===== config.mk =====
export PLATFORM = sky130hd
export DESIGN_NAME = pulse_width_demux
export DESIGN_NICKNAME = d
export VERILOG_FILES = /design/src/rtl/pwd_pkg.sv /design/src/rtl/pwd_line_sync.sv /design/src/rtl/pwd_width_timer.sv /design/src/rtl/pwd_slot_gen.sv /design/src/rtl/pwd_chan_latch.sv /design/src/rtl/pulse_width_demux.sv
export SDC_FILE = /design/constraint.sdc
export NUM_CORES = 1
export LEC_CHECK = 0
export BUFFER_PORTS_ARGS = -buffer_cell sky130_fd_sc_hd__buf_4
export CAP_MARGIN = 20
export CORE_ASPECT_RATIO = 0.5
export CORE_MARGIN = 2
export CORE_UTILIZATION = 55
export CTS_BUF_LIST = sky130_fd_sc_hd__clkbuf_16
export CTS_CLUSTER_DIAMETER = 50
export DETAILED_ROUTE_END_ITERATION = 6
export PLACE_DENSITY = 0.73
export SETUP_SLACK_MARGIN = 0.15
export SLEW_MARGIN = 20
export SYNTH_ARGS = -nofsm -noshare
export SYNTH_HDL_FRONTEND = slang
export SYNTH_SLANG_ARGS = --single-unit

===== constraint.sdc =====
create_clock -name clk -period 5.45 [get_ports clk]
set_clock_uncertainty 0.1 [all_clocks]
set_input_delay 0.8175 -clock clk [delete_from_list [all_inputs] [get_ports clk]]
set_output_delay 0.8175 -clock clk [all_outputs]
set_load 0.02 [all_outputs]

===== src/rtl/pwd_pkg.sv =====
package pwd_pkg;

  typedef enum logic {
    TMR_IDLE = 1'b0,
    TMR_RUN  = 1'b1
  } tmr_state_e;

endpackage


===== src/rtl/pwd_line_sync.sv =====
module pwd_line_sync #(
  parameter int STAGES = 2
) (
  input  logic clk,
  input  logic rst,
  input  logic line_raw,
  output logic line_s,
  output logic fall_edge
);

  logic [STAGES-1:0] shreg;
  logic              line_d;

  // idle level of the line is high, so reset to ones to avoid a false edge
  always_ff @(posedge clk) begin
    if (rst) begin
      shreg  <= '1;
      line_d <= 1'b1;
    end else begin
      shreg  <= {shreg[STAGES-2:0], line_raw};
      line_d <= shreg[STAGES-1];
    end
  end

  assign line_s    = shreg[STAGES-1];
  assign fall_edge = line_d & ~line_s;

endmodule


===== src/rtl/pwd_width_timer.sv =====
module pwd_width_timer
  import pwd_pkg::*;
#(
  parameter int DELAY_CYC = 8
) (
  input  logic clk,
  input  logic rst,
  input  logic line_s,
  input  logic fall_edge,
  output logic sync_stb,
  output logic rclk_n
);

  localparam int CW = (DELAY_CYC < 2) ? 1 : $clog2(DELAY_CYC);

  tmr_state_e    state;
  logic [CW-1:0] remain;
  logic          expire;

  assign expire   = (state == TMR_RUN) && (remain == '0);
  // line already back high at the end of the window: short pulse, i.e. sync
  assign sync_stb = expire && line_s;

  always_ff @(posedge clk) begin
    if (rst) begin
      state  <= TMR_IDLE;
      remain <= '0;
      rclk_n <= 1'b1;
    end else begin
      rclk_n <= ~sync_stb;
      unique case (state)
        TMR_IDLE: begin
          if (fall_edge) begin
            state  <= TMR_RUN;
            remain <= CW'(DELAY_CYC - 1);
          end
        end
        TMR_RUN: begin
          // falling edges seen here are deliberately not acted upon
          if (remain == '0) state <= TMR_IDLE;
          else              remain <= remain - 1'b1;
        end
        default: state <= TMR_IDLE;
      endcase
    end
  end

endmodule


===== src/rtl/pwd_slot_gen.sv =====
module pwd_slot_gen #(
  parameter int NUM_PH = 4,
  parameter int PER_W  = 16
) (
  input  logic              clk,
  input  logic              rst,
  input  logic              sync_stb,
  output logic [NUM_PH-1:0] phase,
  output logic              locked
);

  localparam int SW = (NUM_PH < 2) ? 1 : $clog2(NUM_PH);
  localparam logic [SW-1:0] LAST_SLOT = SW'(NUM_PH - 1);

  logic [PER_W-1:0] since;
  logic [PER_W-1:0] period;
  logic [PER_W-1:0] slot_len;
  logic [PER_W-1:0] slot_len_eff;
  logic [PER_W-1:0] slot_cnt;
  logic [SW-1:0]    slot_idx;
  logic             seen_one;
  logic             since_max;

  assign since_max    = (since == '1);
  assign slot_len     = period >> SW;
  assign slot_len_eff = (slot_len == '0) ? PER_W'(1) : slot_len;

  always_ff @(posedge clk) begin
    if (rst) begin
      since    <= '0;
      period   <= '0;
      slot_cnt <= '0;
      slot_idx <= '0;
      seen_one <= 1'b0;
      locked   <= 1'b0;
    end else if (sync_stb) begin
      since    <= '0;
      seen_one <= 1'b1;
      slot_cnt <= '0;
      slot_idx <= '0;
      if (seen_one) begin
        period <= since_max ? since : since + 1'b1;
        locked <= 1'b1;
      end
    end else begin
      if (!since_max) since <= since + 1'b1;
      if (slot_cnt == slot_len_eff - 1'b1) begin
        slot_cnt <= '0;
        if (slot_idx != LAST_SLOT) slot_idx <= slot_idx + 1'b1;
      end else begin
        slot_cnt <= slot_cnt + 1'b1;
      end
    end
  end

  for (genvar k = 0; k < NUM_PH; k++) begin : g_phase
    assign phase[k] = locked && (slot_idx == SW'(k));
  end

endmodule


===== src/rtl/pwd_chan_latch.sv =====
module pwd_chan_latch #(
  parameter int NUM_PH = 4
) (
  input  logic              clk,
  input  logic              rst,
  input  logic              line_s,
  input  logic [NUM_PH-1:0] phase,
  output logic [NUM_PH-1:0] chan
);

  logic [NUM_PH-1:0] phase_d;

  always_ff @(posedge clk) begin
    if (rst) phase_d <= '0;
    else     phase_d <= phase;
  end

  for (genvar k = 0; k < NUM_PH; k++) begin : g_lane
    always_ff @(posedge clk) begin
      if (rst)                        chan[k] <= 1'b0;
      else if (phase[k] & ~phase_d[k]) chan[k] <= line_s;
    end
  end

endmodule


===== src/rtl/pulse_width_demux.sv =====
module pulse_width_demux #(
  parameter int DELAY_CYC   = 8,
  parameter int NUM_PH      = 4,
  parameter int PER_W       = 16,
  parameter int SYNC_STAGES = 2
) (
  input  logic              clk,
  input  logic              rst,
  input  logic              mux_line,
  output logic              rclk_n,
  output logic [NUM_PH-1:0] phase,
  output logic [NUM_PH-1:0] chan,
  output logic              locked
);

  logic line_s;
  logic fall_edge;
  logic sync_stb;

  pwd_line_sync #(.STAGES(SYNC_STAGES)) u_sync (
    .clk       (clk),
    .rst       (rst),
    .line_raw  (mux_line),
    .line_s    (line_s),
    .fall_edge (fall_edge)
  );

  pwd_width_timer #(.DELAY_CYC(DELAY_CYC)) u_timer (
    .clk       (clk),
    .rst       (rst),
    .line_s    (line_s),
    .fall_edge (fall_edge),
    .sync_stb  (sync_stb),
    .rclk_n    (rclk_n)
  );

  pwd_slot_gen #(.NUM_PH(NUM_PH), .PER_W(PER_W)) u_slots (
    .clk      (clk),
    .rst      (rst),
    .sync_stb (sync_stb),
    .phase    (phase),
    .locked   (locked)
  );

  pwd_chan_latch #(.NUM_PH(NUM_PH)) u_lanes (
    .clk    (clk),
    .rst    (rst),
    .line_s (line_s),
    .phase  (phase),
    .chan   (chan)
  );

endmodule


==> run_results.csv, run 1 <==
group,metric,value,unit
floorplanning,ios,13,
layout,diodes,0,
cts,cts_sinks,66,
layout,finalNetCount,404,
synthesis,synth_xor_area_share,9.80,%
cts,cts_root_buffer,"clkbuf_16",
drt,vias,2774,
timing,hold_viol_final,0,
floorplanning,start_util,56.1,%
synthesis,syn-num-nets,404,
synthesis,synth-seq-cells,66,
global_routing,track_usage,22.7,%
cts,cts_htree_levels,3,
timing,slew-limit-headroom,37.5,%
layout,syn_to_final_growth,11.6,%
layout,fill_cells,490,
layout,layout-drive-gt1-share,11.1,%
pwr,total_power,0.00123,W
worst_setup_path,crit_arrival,4.17,ns
drt,ant_nets,0,
synthesis,ys_seq_area_share,39.4,%
cts,cts-buffers-inserted,9,
drt,vias_per_cell,5.86,
drt,wl,7160,µm
worst_hold_path,hold_class,"register to register",
pwr,leakage,1.42,nW
floorplanning,fp.coreArea,5980,µm²
synthesis,synthSimpleGateAreaFrac,26.5,%
floorplanning,fp.dieArea,6780,µm²
worst_setup_path,path_class,"register to register",
synthesis,synth-compound-area-share,12.4,%
worst_setup_path,critical_path_required,5.55,ns
timing,finalCritPeriodShare,74.7,%
timing,min_period,4.07,ns
synthesis,synth_edf_count,0,
global_routing,antenna_found_initial,0,
cts,cts_tree,"done",
cts,clk_pin_slew,0.05,ns
pwr,vdd_ir_drop_max,0.273,mV
cts,cts_setup_buffers,0,
synthesis,synth_top_family_by_area,"simple AND/OR/NAND/NOR gates",
synthesis,synth_mux_area_share,3.43,%
timing,finalMaxSlewViolations,0,
synthesis,synth_fa_ha_area_share,3.35,%
worst_setup_path,end_kind,"register",
global_routing,first_global_vias,2545,
worst_hold_path,worst_hold_path.num_cells,1,
timing,worstMarginPinSlew,0.929,ns
worst_setup_path,cp_max_fo,15,
cts,ctsHoldBuffers,0,
worst_setup_path,path_cells,"or4_1 -> nor4_1 -> nor2_1 -> ha_1 -> and2_1 -> o21a_1 -> o31a_1 -> a2111oi_4 -> o2111ai_2 -> nor2_2 -> nor3b_1",
synthesis,synthFlopType,"dfxtp_1",
timing,max_freq,0.245,GHz
floorplanning,die_x,114,µm
synthesis,synthesis.area,3360,µm²
run_status,status,"finished clean",
drt,drt-initial-drc-count,164,
worst_setup_path,crit_slowest_cell,"or4_1",
timing,setup_tns,0,ns
cts,post_cts_resized,0,
synthesis,synth-async-reset-ratio,0,%
floorplanning,die_h,59.2,µm
global_routing,globalRouteOverflowTotal,0,
worst_setup_path,rr_worst_depth,11,
pwr,powerDensity,329,nW/µm²
worst_setup_path,max_stage_delay,0.70,ns
synthesis,synth_cell_types,52,
place,hpwl,4830,µm
drt,wl_per_cell,15.1,µm
cts,clk_latency,0.34,ns
synthesis,netlist_instances,392,
synthesis,yosysWarnings,0,
drt,route.detailed.drc,0,
timing,grt_setup_unrepaired,"no",
worst_setup_path,startpoint_type,"register",
drt,drt_pass1_iterations,5,
cts,cts_buffer_depth,2,
timing,setup_violations,0,
job,maxCapViolations,0,
synthesis,synth_area_per_cell,8.56,µm²
floorplanning,num_rows,20,
global_routing,grt_pass1_wl,11800,µm
place,io_buffers,12,
place,gp_congestion,0.939,
global_routing,grt_max_degree,35,
## sequential cells by signal, indices dropped and copies added, names as in the netlist, named ones only
| name | flops |
|---|---|
| u_slots.seen_one | 1 |
| u_timer.rclk_n | 1 |
| u_slots.locked | 1 |
| u_timer.remain | 3 |
| u_slots.since | 15 |
| u_sync.shreg | 2 |
| u_lanes.phase_d | 4 |
| u_slots.period | 14 |
| u_slots.slot_idx | 2 |
| u_lanes.chan | 4 |
| u_sync.line_d | 1 |
| u_slots.slot_cnt | 16 |
| u_timer.state | 1 |
## area by class of cell
cell class / count / area [µm²] / share of cell area [%]
flip-flops and latches: 66 / 1320 / 35.3
inverters: 18 / 67.6 / 1.80
repair buffers: 12 / 90.1 / 2.41
multi-input cells: 285 / 1860 / 49.7
well taps: 77 / 96.3 / 2.57
clock inverters: 6 / 82.6 / 2.21
clock buffers: 9 / 225 / 6.01
## report_power, final
| part | internal, W | total [W] | switching [W] |
|---|---|---|---|
| Clock | 0.000395 | 0.000604 | 0.000209 |
| Combinational | 0.0000415 | 0.000110 | 0.0000688 |
| Sequential | 0.000498 | 0.000517 | 0.0000184 |
| Total | 0.000934 | 0.00123 | 0.000296 |
## critical path, delay by kind of cell, from the launching register on
kind / cells / cell delay, ns
simple gates: 6 / 2.13
compound gates: 4 / 1.01
flops: 1 / 0.39
fa+ha+maj: 1 / 0.31
## cell usage in the layout (no fill, tap or decap), types with 3 or more instances in the layout
cell type	instances
nand2_1	21
and3_1	6
nor4_1	4
a211oi_1	15
nor2_1	66
and2_1	4
nand4_1	9
buf_4	12
nor3_1	22
inv_1	18
a21oi_1	5
xor2_1	18
o21ai_0	7
dfxtp_1	66
xnor2_1	17
o41ai_1	3
ha_1	9
or2_2	6
mux2i_1	7
or3_1	4
nor2b_1	5
clkbuf_16	9
nand3_1	16
mux2_2	4
## metrics by stage
step / instance area (µm²) / cells / setup WS (ns) / hold slack, ns / util [%]
2_1_floorplan: 3360 / 392 / 1.91 / 0.289 / -
3_3_place_gp: 3440 / 458 / 1.56 / 0.296 / 57.5
3_5_place_dp: 3440 / 458 / 1.41 / 0.320 / 57.5
4_1_cts: 3740 / 473 / 1.37 / 0.332 / 62.6
5_1_grt: 3740 / 473 / 1.10 / 0.340 / 62.6
6_report: 3740 / 473 / 1.38 / 0.325 / 62.6
## kinds of logic after synthesis
| logic type | after synthesis |
|---|---|
| mux | 11 |
| xor+xnor | 36 |
| compound gates | 52 |
| flops | 66 |
| simple gates | 177 |
| buf+inv | 41 |
| fa+ha+maj | 9 |
## metal layers
| metal | vias up | global-route usage, % | share of wire (%) |
|---|---|---|---|
| li1 | 1369 | - | - |
| met1 | 1304 | 28.3 | 46 |
| met2 | 82 | 36.3 | 44 |
| met3 | 19 | 8.08 | 7.0 |
| met4 | 0 | 9.58 | 2.8 |
| met5 | - | 0 | 0 |
## path summary, 6_finish.rpt
kind                      startpoint                  end  slack [ns]
setup reg to reg  u_slots.period[11]  u_slots.slot_cnt[1]        1.38
hold / removal       u_sync.shreg[0]      u_sync.shreg[1]        0.32
hold reg to reg      u_sync.shreg[0]      u_sync.shreg[1]        0.32
setup / recovery  u_slots.period[11]  u_slots.slot_cnt[1]        1.38
## cells in the mapped netlist (all sizes together), types with 5 or more instances
cell type | number | area (µm²)
and3 | 6 | 37.5
nor2b | 5 | 31.3
a21oi | 5 | 25.0
ha | 9 | 113
nand3 | 16 | 80.1
xor2 | 18 | 158
nor4 | 7 | 71.3
nand4 | 9 | 56.3
or2 | 6 | 37.5
nor3 | 22 | 110
xnor2 | 17 | 149
mux2i | 7 | 70.1
nor2 | 67 | 254
a211oi | 15 | 113
dfxtp | 66 | 1320
inv | 18 | 67.6
clkbuf | 19 | 71.3
nand2 | 21 | 78.8
o21ai | 7 | 35.0
(Power assumes the default switching activity.)
==> run 2, diff against run 1 <==
Settings changed: ABC_AREA set to 1, PLACE_DENSITY 0.73 to 0.76.
Clock period 5.45 ns to 3.4 ns, I/O delays scaled along.
==> run_results.csv, run 2 <==
group,metric,value,unit
timing,finalCritPeriodShare,84.2,%
timing,whs,0.273,ns
layout,syn_to_final_growth,14.5,%
cts,ctsHoldBuffers,0,
global_routing,first_global_vias,2668,
synthesis,synthSimpleGateAreaFrac,29.2,%
cts,clk_latency,0.33,ns
pwr,p_int,0.00153,W
pwr,p_sw,0.000511,W
pwr,total_power,0.00204,W
timing,setup_tns,0,ns
synthesis,synthFlopType,"dfxtp_1",
layout,final_cell_mix,"nand2_1 (84), inv_1 (70), nor2_1 (67), dfxtp_1 (66), o21ai_0 (36)",
worst_setup_path,path_class,"register to register",
layout,top_register,"u_slots.slot_cnt",
drt,wl,7040,µm
cts,cts_sinks,66,
timing,worstMarginPinSlew,0.417,ns
synthesis,syn-num-nets,479,
pwr,powerDensity,543,nW/µm²
floorplanning,num_rows,19,
synthesis,synth-seq-cells,66,
timing,setup_violations,0,
floorplanning,fp.coreArea,5610,µm²
synthesis,synth_top_area_cell,"dfxtp_1",
job,maxCapViolations,0,
synthesis,synth_top_family_by_area,"simple AND/OR/NAND/NOR gates",
worst_setup_path,path_cells,"nor2_1 -> nand2_1 -> nor2_1 -> nand2_2 -> nand2_2 -> inv_1 -> ha_1 -> nand2_1 -> nor2_1 -> nand2_1 -> nand2_1 -> nand2_1 -> nand2_1 -> a21oi_1 -> nand2_1 -> nor2_2 -> nand2_1 -> nand3_4 -> nor3_1",
layout,largest_registers,"u_slots.slot_cnt x16, u_slots.since x15, u_slots.period x14",
place,placed_cells,547,
layout,diodes,0,
pwr,clockPowerShare,46.7,%
synthesis,ys_seq_area_share,40.3,%
global_routing,track_usage,23.1,%
layout,final_cells,563,
cts,cts_tree,"done",
worst_setup_path,cpMostUsedCell,"nand2_1",
pwr,leakage,1.75,nW
pwr,power_frac_comb,12.2,%
synthesis,synth_xor_area_share,6.68,%
synthesis,synth_commonest_cells,"nand2_1 (85), inv_1 (69), nor2_1 (67), dfxtp_1 (66), o21ai_0 (36)",
cts,cts-buffers-inserted,9,
floorplanning,die_h,58.6,µm
synthesis,synth-async-reset-ratio,0,%
pwr,vdd_ir_drop_max,0.351,mV
cts,cts_htree_levels,3,
floorplanning,fp.dieArea,6630,µm²
synthesis,synth_edf_count,0,
cts,clk_pin_slew,0.05,ns
drt,drt-initial-drc-count,179,
synthesis,netlist_instances,467,
drt,route.detailed.drc,5,
pwr,p_sw_share,25.1,%
synthesis,yosys-top-cells-area,"dfxtp_1 (40%), nand2_1 (9.7%), inv_1 (7.9%)",
timing,finalMaxSlewViolations,0,
global_routing,globalRouteOverflowTotal,0,
timing,slew-limit-headroom,72.0,%
cts,cts_buffer_depth,2,
synthesis,synth-compound-area-share,10.8,%
worst_setup_path,end_kind,"register",
worst_setup_path,timing.rr.start,"u_slots.period[5]",
floorplanning,start_util,58.4,%
global_routing,antenna_found_initial,0,
timing,min_period,2.86,ns
timing,max_freq,0.349,GHz
drt,vias_per_cell,5.20,
drt,drt_pass1_iterations,6,
cts,cts_root_buffer,"clkbuf_16",
worst_setup_path,crit_family,"simple AND/OR/NAND/NOR gates",
place,gp_congestion,1.02,
floorplanning,die_x,113,µm
synthesis,synth_fa_ha_area_share,3.44,%
worst_setup_path,cp_max_fo,16,
place,io_buffers,12,
run_status,violations,"DRC",
worst_setup_path,max_stage_delay,0.32,ns
synthesis,synth_top_area_share,40.3,%
global_routing,grt_max_degree,26,
floorplanning,ios,13,
drt,vias,2926,
cts,cts_setup_buffers,0,
layout,final_common_cell,"nand2_1",
worst_setup_path,critical_path.startpoint,"u_slots.period[5]",
layout,finalNetCount,497,
worst_setup_path,critical_path_required,3.51,ns
worst_setup_path,path_buf_inv,1,
synthesis,synth_cell_types,28,
place,hpwl,5100,µm
synthesis,synthesis.area,3280,µm²
timing,finalWorstSetupSlack,0.539,ns
synthesis,yosysWarnings,0,
synthesis,synth_mux_area_share,0,%
timing,grt_setup_unrepaired,"no",
layout,fill_cells,513,
global_routing,grt_pass1_wl,12000,µm
timing,hold_viol_final,0,
worst_setup_path,crit_slowest_cell,"dfxtp_1",
worst_setup_path,crit_arrival,2.97,ns
drt,ant_nets,0,
pwr,seqPwrFrac,41.0,%
run_status,status,"complete, but fails checks",
layout,multiInputGateArea,1650,µm²
worst_setup_path,startpoint_type,"register",
place,pre_cts_slack,0.431,ns
synthesis,yosysMostFrequentCell,"nand2_1",
worst_hold_path,hold_class,"input port to register",
synthesis,synth_area_per_cell,7.02,µm²
worst_hold_path,hp-start,"mux_line",
layout,layout-drive-gt1-share,9.39,%
cts,post_cts_resized,0,
layout,regArea,1320,µm²
drt,wl_per_cell,12.5,µm
layout,largest_register_ffs,16,
[run 2: cell types whose count changed in the layout (fill, tap and decap cells not counted), sizes merged, moves of 7 or more]
cell	change
a21oi	+23
o21ai	+29
nand3	+11
nor3	-9
mux2i	-7
nand2	+66
xnor2	-12
inv	+52
a211oi	-15
[run 2: logic make-up (layout without fill, tap and decap cells)]
| kind of cell | count (synthesis) | in the layout |
|---|---|---|
| AOI/OAI and AO/OA | 69 | 69 |
| DFF | 66 | 66 |
| and+or+nand+nor | 220 | 220 |
| buffers and inverters | 78 | 101 |
| adders and majority gates | 9 | 9 |
| xor gates and xnor gates | 25 | 25 |
[run 2: metal layers]
layer  share of wire [%]  up-vias  track usage (%)
met5                   0        -                0
met4                 1.6        0             7.84
met3                 5.4       14             7.21
met2                  44       80             38.2
met1                  49     1307             29.4
li1                    -     1525                -
[run 2: worst paths after layout]
| path | to | slack [ns] | cells past startpoint |
|---|---|---|---|
| setup reg to reg | u_slots.slot_cnt[9] | 0.54 | 19 |
| hold / removal | u_sync.shreg[0] | 0.27 | 2 |
| hold reg to reg | u_sync.shreg[1] | 0.31 | 1 |
| setup / recovery | u_slots.slot_cnt[9] | 0.54 | 19 |
[run 2: power by group through the flow]
stage	Sequential, W	Combinational, W	Clock (W)
3_3_place_gp	0.000851	0.000235	0
2_1_floorplan	0.000843	0.000212	0
3_5_place_dp	0.000852	0.000240	0
5_1_grt	0.000839	0.000288	0.00101
4_1_cts	0.000836	0.000242	0.000974
6_report	0.000836	0.000249	0.000952
[run 2: cell type report]
| cell class | count | area share (%) |
|---|---|---|
| tap | 73 | 2.43 |
| timing repair buffer | 15 | 3.00 |
| multi-input combinational | 323 | 44.1 |
| inverter | 70 | 7.00 |
| clock buffer | 9 | 6.00 |
| clock inverter | 7 | 2.27 |
| sequential | 66 | 35.2 |
[run 2: stage by stage]
stage	cell area (µm²)	util, %
final	3750	66.9
after detailed placement	3430	61.2
after floorplan	3280	-
after global routing	3750	66.9
after CTS	3740	66.7
after global placement	3430	61.2
